**src/rtl/prio_xbar_pkg.sv**
```systemverilog
package prio_xbar_pkg;
  localparam int NUM_M = 3;
  localparam int NUM_T = 2;
  localparam int IDX_W = $clog2(NUM_M);

  typedef struct packed {
    logic [NUM_T-1:0]            tgtActive;
    logic [NUM_T-1:0][IDX_W-1:0] tgtOwner;
    logic [NUM_M-1:0]            mstReady;
    logic [NUM_M-1:0]            mstErr;
  } xbarStrobe_t;
endpackage

```
**src/rtl/prio_xbar_ctrl.sv**
```systemverilog
module prio_xbar_ctrl
  import prio_xbar_pkg::*;
#(
  parameter int ADDR_W = 16,
  parameter int SEL_BIT = 15,
  parameter logic [NUM_M*NUM_T-1:0] ROUTE_MASK = 6'b110111
) (
  input  logic                              clk,
  input  logic                              rstN,
  input  logic [NUM_M-1:0]                  mReq,
  input  logic [NUM_M-1:0][ADDR_W-1:0]      mAddr,
  input  logic [NUM_T-1:0]                  tgtReady,
  output xbarStrobe_t                       strb
);
  logic [NUM_M-1:0]            mTgt;
  logic [NUM_M-1:0]            legal;
  logic [NUM_T-1:0][NUM_M-1:0] cand;
  logic [NUM_T-1:0][IDX_W-1:0] winIdx;
  logic [NUM_T-1:0]            locked;
  logic [NUM_T-1:0][IDX_W-1:0] lockOwner;

  always_comb begin
    for (int m = 0; m < NUM_M; m++) begin
      mTgt[m]  = mAddr[m][SEL_BIT];
      legal[m] = ROUTE_MASK[m*NUM_T + int'(mTgt[m])];
    end
  end

  genvar t;
  generate
    for (t = 0; t < NUM_T; t++) begin : g_tgt
      always_comb begin
        for (int m = 0; m < NUM_M; m++)
          cand[t][m] = mReq[m] && legal[m] && (int'(mTgt[m]) == t);
        winIdx[t] = '0;
        for (int m = NUM_M - 1; m >= 0; m--)
          if (cand[t][m]) winIdx[t] = IDX_W'(m);
        strb.tgtActive[t] = locked[t] || (|cand[t]);
        strb.tgtOwner[t]  = locked[t] ? lockOwner[t] : winIdx[t];
      end

      always_ff @(posedge clk or negedge rstN) begin
        if (!rstN) begin
          locked[t]    <= 1'b0;
          lockOwner[t] <= '0;
        end else begin
          locked[t]    <= strb.tgtActive[t] && !tgtReady[t];
          lockOwner[t] <= strb.tgtOwner[t];
        end
      end

      // an owned target that has not answered keeps its owner
      assert_hold_owner_R6: assert property (@(posedge clk) disable iff (!rstN)
        (strb.tgtActive[t] && !tgtReady[t]) |=>
          (strb.tgtActive[t] && strb.tgtOwner[t] == $past(strb.tgtOwner[t])));

      // an idle target goes to the DMA master when it asks legally
      assert_dma_first_R4: assert property (@(posedge clk) disable iff (!rstN)
        (!locked[t] && mReq[0] && int'(mAddr[0][SEL_BIT]) == t && ROUTE_MASK[t]) |->
          (strb.tgtActive[t] && strb.tgtOwner[t] == IDX_W'(0)));

      // host beats CPU when DMA is absent from an idle target
      assert_host_over_cpu_R4: assert property (@(posedge clk) disable iff (!rstN)
        (!locked[t] && !(mReq[0] && int'(mAddr[0][SEL_BIT]) == t && ROUTE_MASK[t]) &&
         mReq[1] && int'(mAddr[1][SEL_BIT]) == t && ROUTE_MASK[NUM_T + t]) |->
          (strb.tgtOwner[t] == IDX_W'(1)));

      // no target is ever owned through an unwired route
      assert_no_illegal_owner_R5: assert property (@(posedge clk) disable iff (!rstN)
        strb.tgtActive[t] |-> ROUTE_MASK[int'(strb.tgtOwner[t])*NUM_T + t]);
    end
  endgenerate

  always_comb begin
    for (int m = 0; m < NUM_M; m++) begin
      strb.mstErr[m]   = mReq[m] && !legal[m];
      strb.mstReady[m] = strb.mstErr[m];
      for (int k = 0; k < NUM_T; k++)
        if (strb.tgtActive[k] && strb.tgtOwner[k] == IDX_W'(m) && tgtReady[k])
          strb.mstReady[m] = 1'b1;
    end
  end

  generate
    for (genvar m = 0; m < NUM_M; m++) begin : g_mst
      // an error always completes the request in the same cycle
      assert_err_is_ready_R5: assert property (@(posedge clk) disable iff (!rstN)
        strb.mstErr[m] |-> strb.mstReady[m]);

      // input assumption, a waiting master holds request and address
      assert_master_holds_R6: assert property (@(posedge clk) disable iff (!rstN)
        (mReq[m] && !strb.mstReady[m]) |=> (mReq[m] && $stable(mAddr[m])));
    end
  endgenerate
endmodule

```
**src/rtl/prio_xbar_dpath.sv**
```systemverilog
module prio_xbar_dpath
  import prio_xbar_pkg::*;
#(
  parameter int ADDR_W = 16,
  parameter int DATA_W = 32,
  parameter int SEL_BIT = 15
) (
  input  xbarStrobe_t                  strb,
  input  logic [NUM_M-1:0][ADDR_W-1:0] mAddr,
  input  logic [NUM_M-1:0]             mWe,
  input  logic [NUM_M-1:0][DATA_W-1:0] mWdata,
  output logic [NUM_M-1:0][DATA_W-1:0] mRdata,
  output logic [NUM_T-1:0]             tgtReq,
  output logic [NUM_T-1:0][ADDR_W-1:0] tgtAddr,
  output logic [NUM_T-1:0]             tgtWe,
  output logic [NUM_T-1:0][DATA_W-1:0] tgtWdata,
  input  logic [NUM_T-1:0][DATA_W-1:0] tgtRdata
);
  assign tgtReq = strb.tgtActive;

  always_comb begin
    for (int t = 0; t < NUM_T; t++) begin
      tgtAddr[t]  = '0;
      tgtWe[t]    = 1'b0;
      tgtWdata[t] = '0;
      for (int m = 0; m < NUM_M; m++) begin
        if (strb.tgtActive[t] && strb.tgtOwner[t] == IDX_W'(m)) begin
          tgtAddr[t]  = mAddr[m];
          tgtWe[t]    = mWe[m];
          tgtWdata[t] = mWdata[m];
        end
      end
    end
  end

  always_comb begin
    for (int m = 0; m < NUM_M; m++) begin
      mRdata[m] = '0;
      if (strb.mstReady[m] && !strb.mstErr[m])
        mRdata[m] = tgtRdata[int'(mAddr[m][SEL_BIT])];
    end
  end
endmodule

```
**src/rtl/prio_xbar.sv**
```systemverilog
module prio_xbar
  import prio_xbar_pkg::*;
#(
  parameter int ADDR_W = 16,
  parameter int DATA_W = 32,
  parameter int SEL_BIT = ADDR_W - 1,
  parameter logic [NUM_M*NUM_T-1:0] ROUTE_MASK = 6'b110111
) (
  input  logic                             clk,
  input  logic                             rstN,
  input  logic [NUM_M-1:0]                 mReq,
  input  logic [NUM_M-1:0][ADDR_W-1:0]     mAddr,
  input  logic [NUM_M-1:0]                 mWe,
  input  logic [NUM_M-1:0][DATA_W-1:0]     mWdata,
  output logic [NUM_M-1:0][DATA_W-1:0]     mRdata,
  output logic [NUM_M-1:0]                 mReady,
  output logic [NUM_M-1:0]                 mErr,
  output logic [NUM_T-1:0]                 tgtReq,
  output logic [NUM_T-1:0][ADDR_W-1:0]     tgtAddr,
  output logic [NUM_T-1:0]                 tgtWe,
  output logic [NUM_T-1:0][DATA_W-1:0]     tgtWdata,
  input  logic [NUM_T-1:0][DATA_W-1:0]     tgtRdata,
  input  logic [NUM_T-1:0]                 tgtReady
);
  xbarStrobe_t strb;

  prio_xbar_ctrl #(.ADDR_W(ADDR_W), .SEL_BIT(SEL_BIT), .ROUTE_MASK(ROUTE_MASK)) u_ctrl (
    .clk(clk), .rstN(rstN), .mReq(mReq), .mAddr(mAddr),
    .tgtReady(tgtReady), .strb(strb)
  );

  prio_xbar_dpath #(.ADDR_W(ADDR_W), .DATA_W(DATA_W), .SEL_BIT(SEL_BIT)) u_dpath (
    .strb(strb), .mAddr(mAddr), .mWe(mWe), .mWdata(mWdata), .mRdata(mRdata),
    .tgtReq(tgtReq), .tgtAddr(tgtAddr), .tgtWe(tgtWe), .tgtWdata(tgtWdata),
    .tgtRdata(tgtRdata)
  );

  assign mReady = strb.mstReady;
  assign mErr   = strb.mstErr;
endmodule

```
**config.mk**
```make
export PLATFORM = sky130hd
export DESIGN_NAME = prio_xbar
export DESIGN_NICKNAME = d
export VERILOG_FILES = /design/src/rtl/prio_xbar_pkg.sv /design/src/rtl/prio_xbar_ctrl.sv /design/src/rtl/prio_xbar_dpath.sv /design/src/rtl/prio_xbar.sv
export SDC_FILE = /design/constraint.sdc
export NUM_CORES = 1
export LEC_CHECK = 0
export BUFFER_PORTS_ARGS = -buffer_cell sky130_fd_sc_hd__buf_4
export CORE_AREA = 2 2 162 164
export CTS_BUF_LIST = sky130_fd_sc_hd__clkbuf_16
export DETAILED_ROUTE_END_ITERATION = 8
export DIE_AREA = 0 0 164 166
export GPL_TIMING_DRIVEN = 0
export PLACE_DENSITY = 0.4
export SYNTH_ARGS = -nofsm -noshare
export SYNTH_HDL_FRONTEND = slang
export SYNTH_SLANG_ARGS = --single-unit
```
**constraint.sdc**
```tcl
create_clock -name clk -period 4.7 [get_ports clk]
set_input_delay 0.94 -clock clk [delete_from_list [all_inputs] [get_ports clk]]
set_output_delay 0.94 -clock clk [all_outputs]
set_load 0.005 [all_outputs]
```
Word-level counts from Yosys, hierarchy flattened

Memories as Yosys holds them, arrays and structs flattened.
Index checks and enable logic that the tools add are counted.

Output and inout bits: 202
Memories: 2
Register bits after elaboration: 6
Memory bits (read-only): 16
Bits of input ports: 218

Equal/unequal tests: 4
Bitwise logic cells: 3
Reductions and logical operators: 43
Magnitude comparators: 6
Add/subtract/negate cells: 2
Muxes and demuxes: 46

Memory list:

| name            | words | bits a word | rd ports | clocked after Yosys merged registers in | wr ports | line                 | source |
|---|---|---|---|---|---|---|---|
| (no name shown) | 8     | 1           | 1        | 0                                       | 0        | prio_xbar_ctrl.sv:25 | `legal[m] = ROUTE_MASK[m*NUM_T + int'(mTgt[m])];` |
| (no name shown) | 8     | 1           | 1        | 0                                       | 0        | prio_xbar_ctrl.sv:25 |  |

Operators with widths:

| operator                                                                      | number |
|---|---|
| 32-bit two-way mux                                                            | 15 |
| 16-bit two-way mux                                                            | 6 |
| 32-bit by 5-bit less-than comparator with 1-bit output, second input constant | 2 |
| 1-bit logical AND                                                             | 29 |
| 1-bit two-way mux                                                             | 17 |
| 2-bit two-way mux                                                             | 8 |
| 1-bit logical NOT                                                             | 8 |
| 1-bit by 2-bit less-than comparator with 1-bit output, second input constant  | 3 |
| 3-bit OR reduction                                                            | 2 |
| 3-bit by 1-bit adder with 4-bit output, first input constant                  | 1 |
| 2-bit by 1-bit equality test with 1-bit output, second input constant         | 2 |
| 2-bit equality test, second input constant                                    | 2 |
| 2-bit logical NOT                                                             | 2 |
| 1-bit by 4-bit less-than comparator with 1-bit output, second input constant  | 1 |
| 2-bit by 1-bit adder with 3-bit output, first input constant                  | 1 |
| 1-bit inverter                                                                | 3 |
| 1-bit logical OR                                                              | 2 |

Longest topological paths before layout

Depth after elaboration: 17
Depth in mapped cells: 9
Gate-level depth less buffers: 5

Cells and area by module

A second synthesis with hierarchy kept.

Cells, all modules: 654
Area total of the unflattened synthesis: 4595.7 µm²

Modules (own cells, without submodules):

| module          | area each (µm²) | cells an instance | times used |
|---|---|---|---|
| prio_xbar_dpath | 4232.8          | 614               | 1 |
| prio_xbar_ctrl  | 362.8           | 40                | 1 |

Worst setup path before layout

Ideal clock, no wire load.

Kind: input -> output
From: in mAddr[15] in the netlist's numbering
To: out mReady[1]
Cell stages on the path: 7
Arrival: 2278 ps
Buffers on the path: 3
Required time: 3760 ps
Slack: 1482 ps
Cell sequence: buf_2 -> nor2b_2 -> or3_1 -> a32oi_2 -> buf_2 -> nand2_1 -> buf_4

RTL lines:

| item        | line            | source |
|---|---|---|
| from (decl) | prio_xbar.sv:12 | `input logic [NUM_M-1:0][ADDR_W-1:0] mAddr,` |
| to (decl)   | prio_xbar.sv:16 | `output logic [NUM_M-1:0] mReady,` |

==> results.yml <==
job:
  drv_cap: 0
synthesis:
  synth-adder-area-share: 0
  synth_ff_type: "dfrtp_1"
  netlist_area_um2: 3850
  ys_seq_elements: 6
  synth_xor_area_frac: 0
  synth-simple-area-share: 0.2632
  synth_top_family_by_area: "multiplexers"
  yosys.area.top_type: "mux2i_1"
  ys_top_cells_by_count: "mux2i_1 (145), nor2_1 (67), nand2_1 (58), and2_1 (51), a221o_1 (48)"
  synthTopCellsByArea: "mux2i_1 (38%), a221o_1 (12%), and2_1 (8.3%)"
  synth_edf_count: 0
  async_flop_share: 1.000
  ys_types: 34
  synth.most_common_cell: "mux2i_1"
  yosysWarnings: 0
  yosys-mux-area-fraction: 0.3799
  synth_cells: 553
  synth_top_area_share: 0.3770
  seq_area_frac_synth: 0.03900
  synth_compound_area_frac: 0.2259
  postSynthAreaPerCell_um2: 6.962
clock_network:
  post_cts_buffers: 0
  cts.path.max_buffers: 2
  ctsResizeCount: 0
  numCtsBuffers: 3
  cts_hold_buf: 0
  clock_latency_ns: 0.23
  cts_tree: "yes"
  clock-sinks: 6
  htree_num_levels: 1
  clk_pin_slew_ns: 0.03
  cts-root-buf: "clkbuf_16"
critical_path:
  crit_path_start_kind: "input pin"
  cp.arrival_ns: 3.16
  cp-end-kind: "output port"
  worst-endpoint-required_ns: 3.76
  worstPathMaxFanout: 10
  crit_type: "input pin to output port"
finish:
  fillerInstances: 2853
  utilization: 0.2917
  drive_gt1_frac: 0.4697
  diodes: 0
  regArea_um2: 150.1
  syn_to_final_growth_pct: 94.05
  fin_nets: 1193
  multi_input_area_um2: 3353
outcome:
  outcome: "finished, final reports clean"
drt:
  drc: 0
  vias_per_cell: 4.442
  vias: 5810
  totalWireLength_um: 24570
  ant_nets: 0
  drtIter0Drc: 252
  drtPass1Iterations: 4
  avgRoutedWirePerCell_um: 18.78
sta:
  tightest_slew_ns: 0.8268
  relSlewSlack: 0.4488
  finalSetupViolations: 0
  drv_slew: 0
  fin_crit_sh: 0.8715
  rsz0062_at_grt: "false"
  max_freq_ghz: 0.2441
  final.setup_skew_ns: 0.0001892
  fin_crit_ns: 4.096
  setup_ws_ns: 0.6041
  setup-tns-final_ns: 0
  timing_hold_violations_final: 0
pwr:
  powerDensity_nw_per_um2: 144.0
  p_leak_nw: 3.766
  ir_worst_vdd_uv: 102.0
global_routing:
  grt_first_pass_wirelength_um: 35780
  antenna_found_initial: 0
  grt_usage: 0.1676
  grt_overflow_total: 0
  grt_max_degree: 11
  grt_pass1_vias: 5783
hold_path:
  hold_path_class: "flip-flop to flip-flop"
die:
  io_pins: 420
  core_um2: 25620
  core.rowCount: 59
  fp.dieArea_um2: 27220
  start_util: 0.1503
  die_w_um: 164
  die_h_um: 166
placed_design:
  port_buffers: 416
  place_congestion: 0.8006
  place_ws_ns: 0.5125
  dp_hpwl_um: 20330
flip-flops by register name, summed over array words and instances (netlist names):
name and cells:
u_ctrl.lockOwner 4, u_ctrl.locked 2
metal layers:
| layer | vias to the layer above | wire, um | track usage |
|---|---|---|---|
| met5 | - | 0 | 0 |
| met4 | 0 | 316 | 0.02746 |
| met3 | 14 | 2125 | 0.04046 |
| met2 | 254 | 12570 | 0.3177 |
| met1 | 2698 | 9557 | 0.1900 |
| li1 | 2844 | - | - |
metrics by stage:
stage / instance area (um2) / hold WS (ns) / total power [mW] / cells
after floorplan: 3854 / 0.4696 / 0.4191 / 554
after global placement: 7396 / 0.5022 / 0.9594 / 1305
after detailed placement: 7396 / 0.5050 / 0.9523 / 1305
after CTS: 7471 / 0.5157 / 1.096 / 1308
after global routing: 7471 / 0.5179 / 1.158 / 1308
final: 7471 / 0.5148 / 1.076 / 1308
final cells by class:
| type | count | area share |
|---|---|---|
| Multi-Input combinational cell | 477 | 0.4488 |
| Buffer | 64 | 0.04338 |
| Sequential cell | 6 | 0.02010 |
| Tap cell | 335 | 0.05610 |
| Inverter | 7 | 0.003517 |
| Timing Repair Buffer | 416 | 0.4180 |
| Clock buffer | 3 | 0.01005 |
worst paths after layout:
path / from / to / slack (ns) / depth (start not counted)
worst max-delay path: mAddr[15] / tgtWdata[27] / 0.60 / 8
worst min-delay path: u_ctrl.lockOwner[2] / u_ctrl.lockOwner[2] / 0.51 / 2
worst max register to register: u_ctrl.locked[0] / u_ctrl.locked[0] / 3.24 / 4
worst min register to register: u_ctrl.lockOwner[2] / u_ctrl.lockOwner[2] / 0.51 / 2
max in group asynchronous: rstN / u_ctrl.locked[1] / 4.07 / 1
min in group asynchronous: rstN / u_ctrl.lockOwner[0] / 0.52 / 1
where the power goes:
part,internal (mW),switching (mW)
clock network,0.109,0.0277
logic,0.481,0.400
registers,0.0555,0.00322
critical path, stage by stage:
cell and delay (ns):
buf_4 0.09, buf_2 0.26, nor2b_2 0.14, o31ai_1 0.51, buf_2 0.36, clkbuf_1 0.47
a221o_1 0.27, buf_4 0.12
layout by cell type, fill, tap and decap left out, types with 2 or more instances in the layout:
master       n
buf_4      431
mux2i_1    145
nor2_1      67
nand2_1     58
and2_1      51
a221o_1     48
o21ai_0     40
nor3_1      32
clkbuf_1    30
buf_2       15
o21ai_1     10
inv_1        7
dfrtp_1      6
nand2b_1     3
nor2b_1      3
clkbuf_16    3
o31ai_1      2
a21oi_1      2
a32oi_2      2
buf_1        2
conb_1       2
cell families after synthesis:
logic type      count (synthesis)
other cells                     1
compound gates                111
flops                           6
simple gates                  218
buf+inv                        71
mux                           146
No activity file was read; power rests on OpenSTA's default activity.
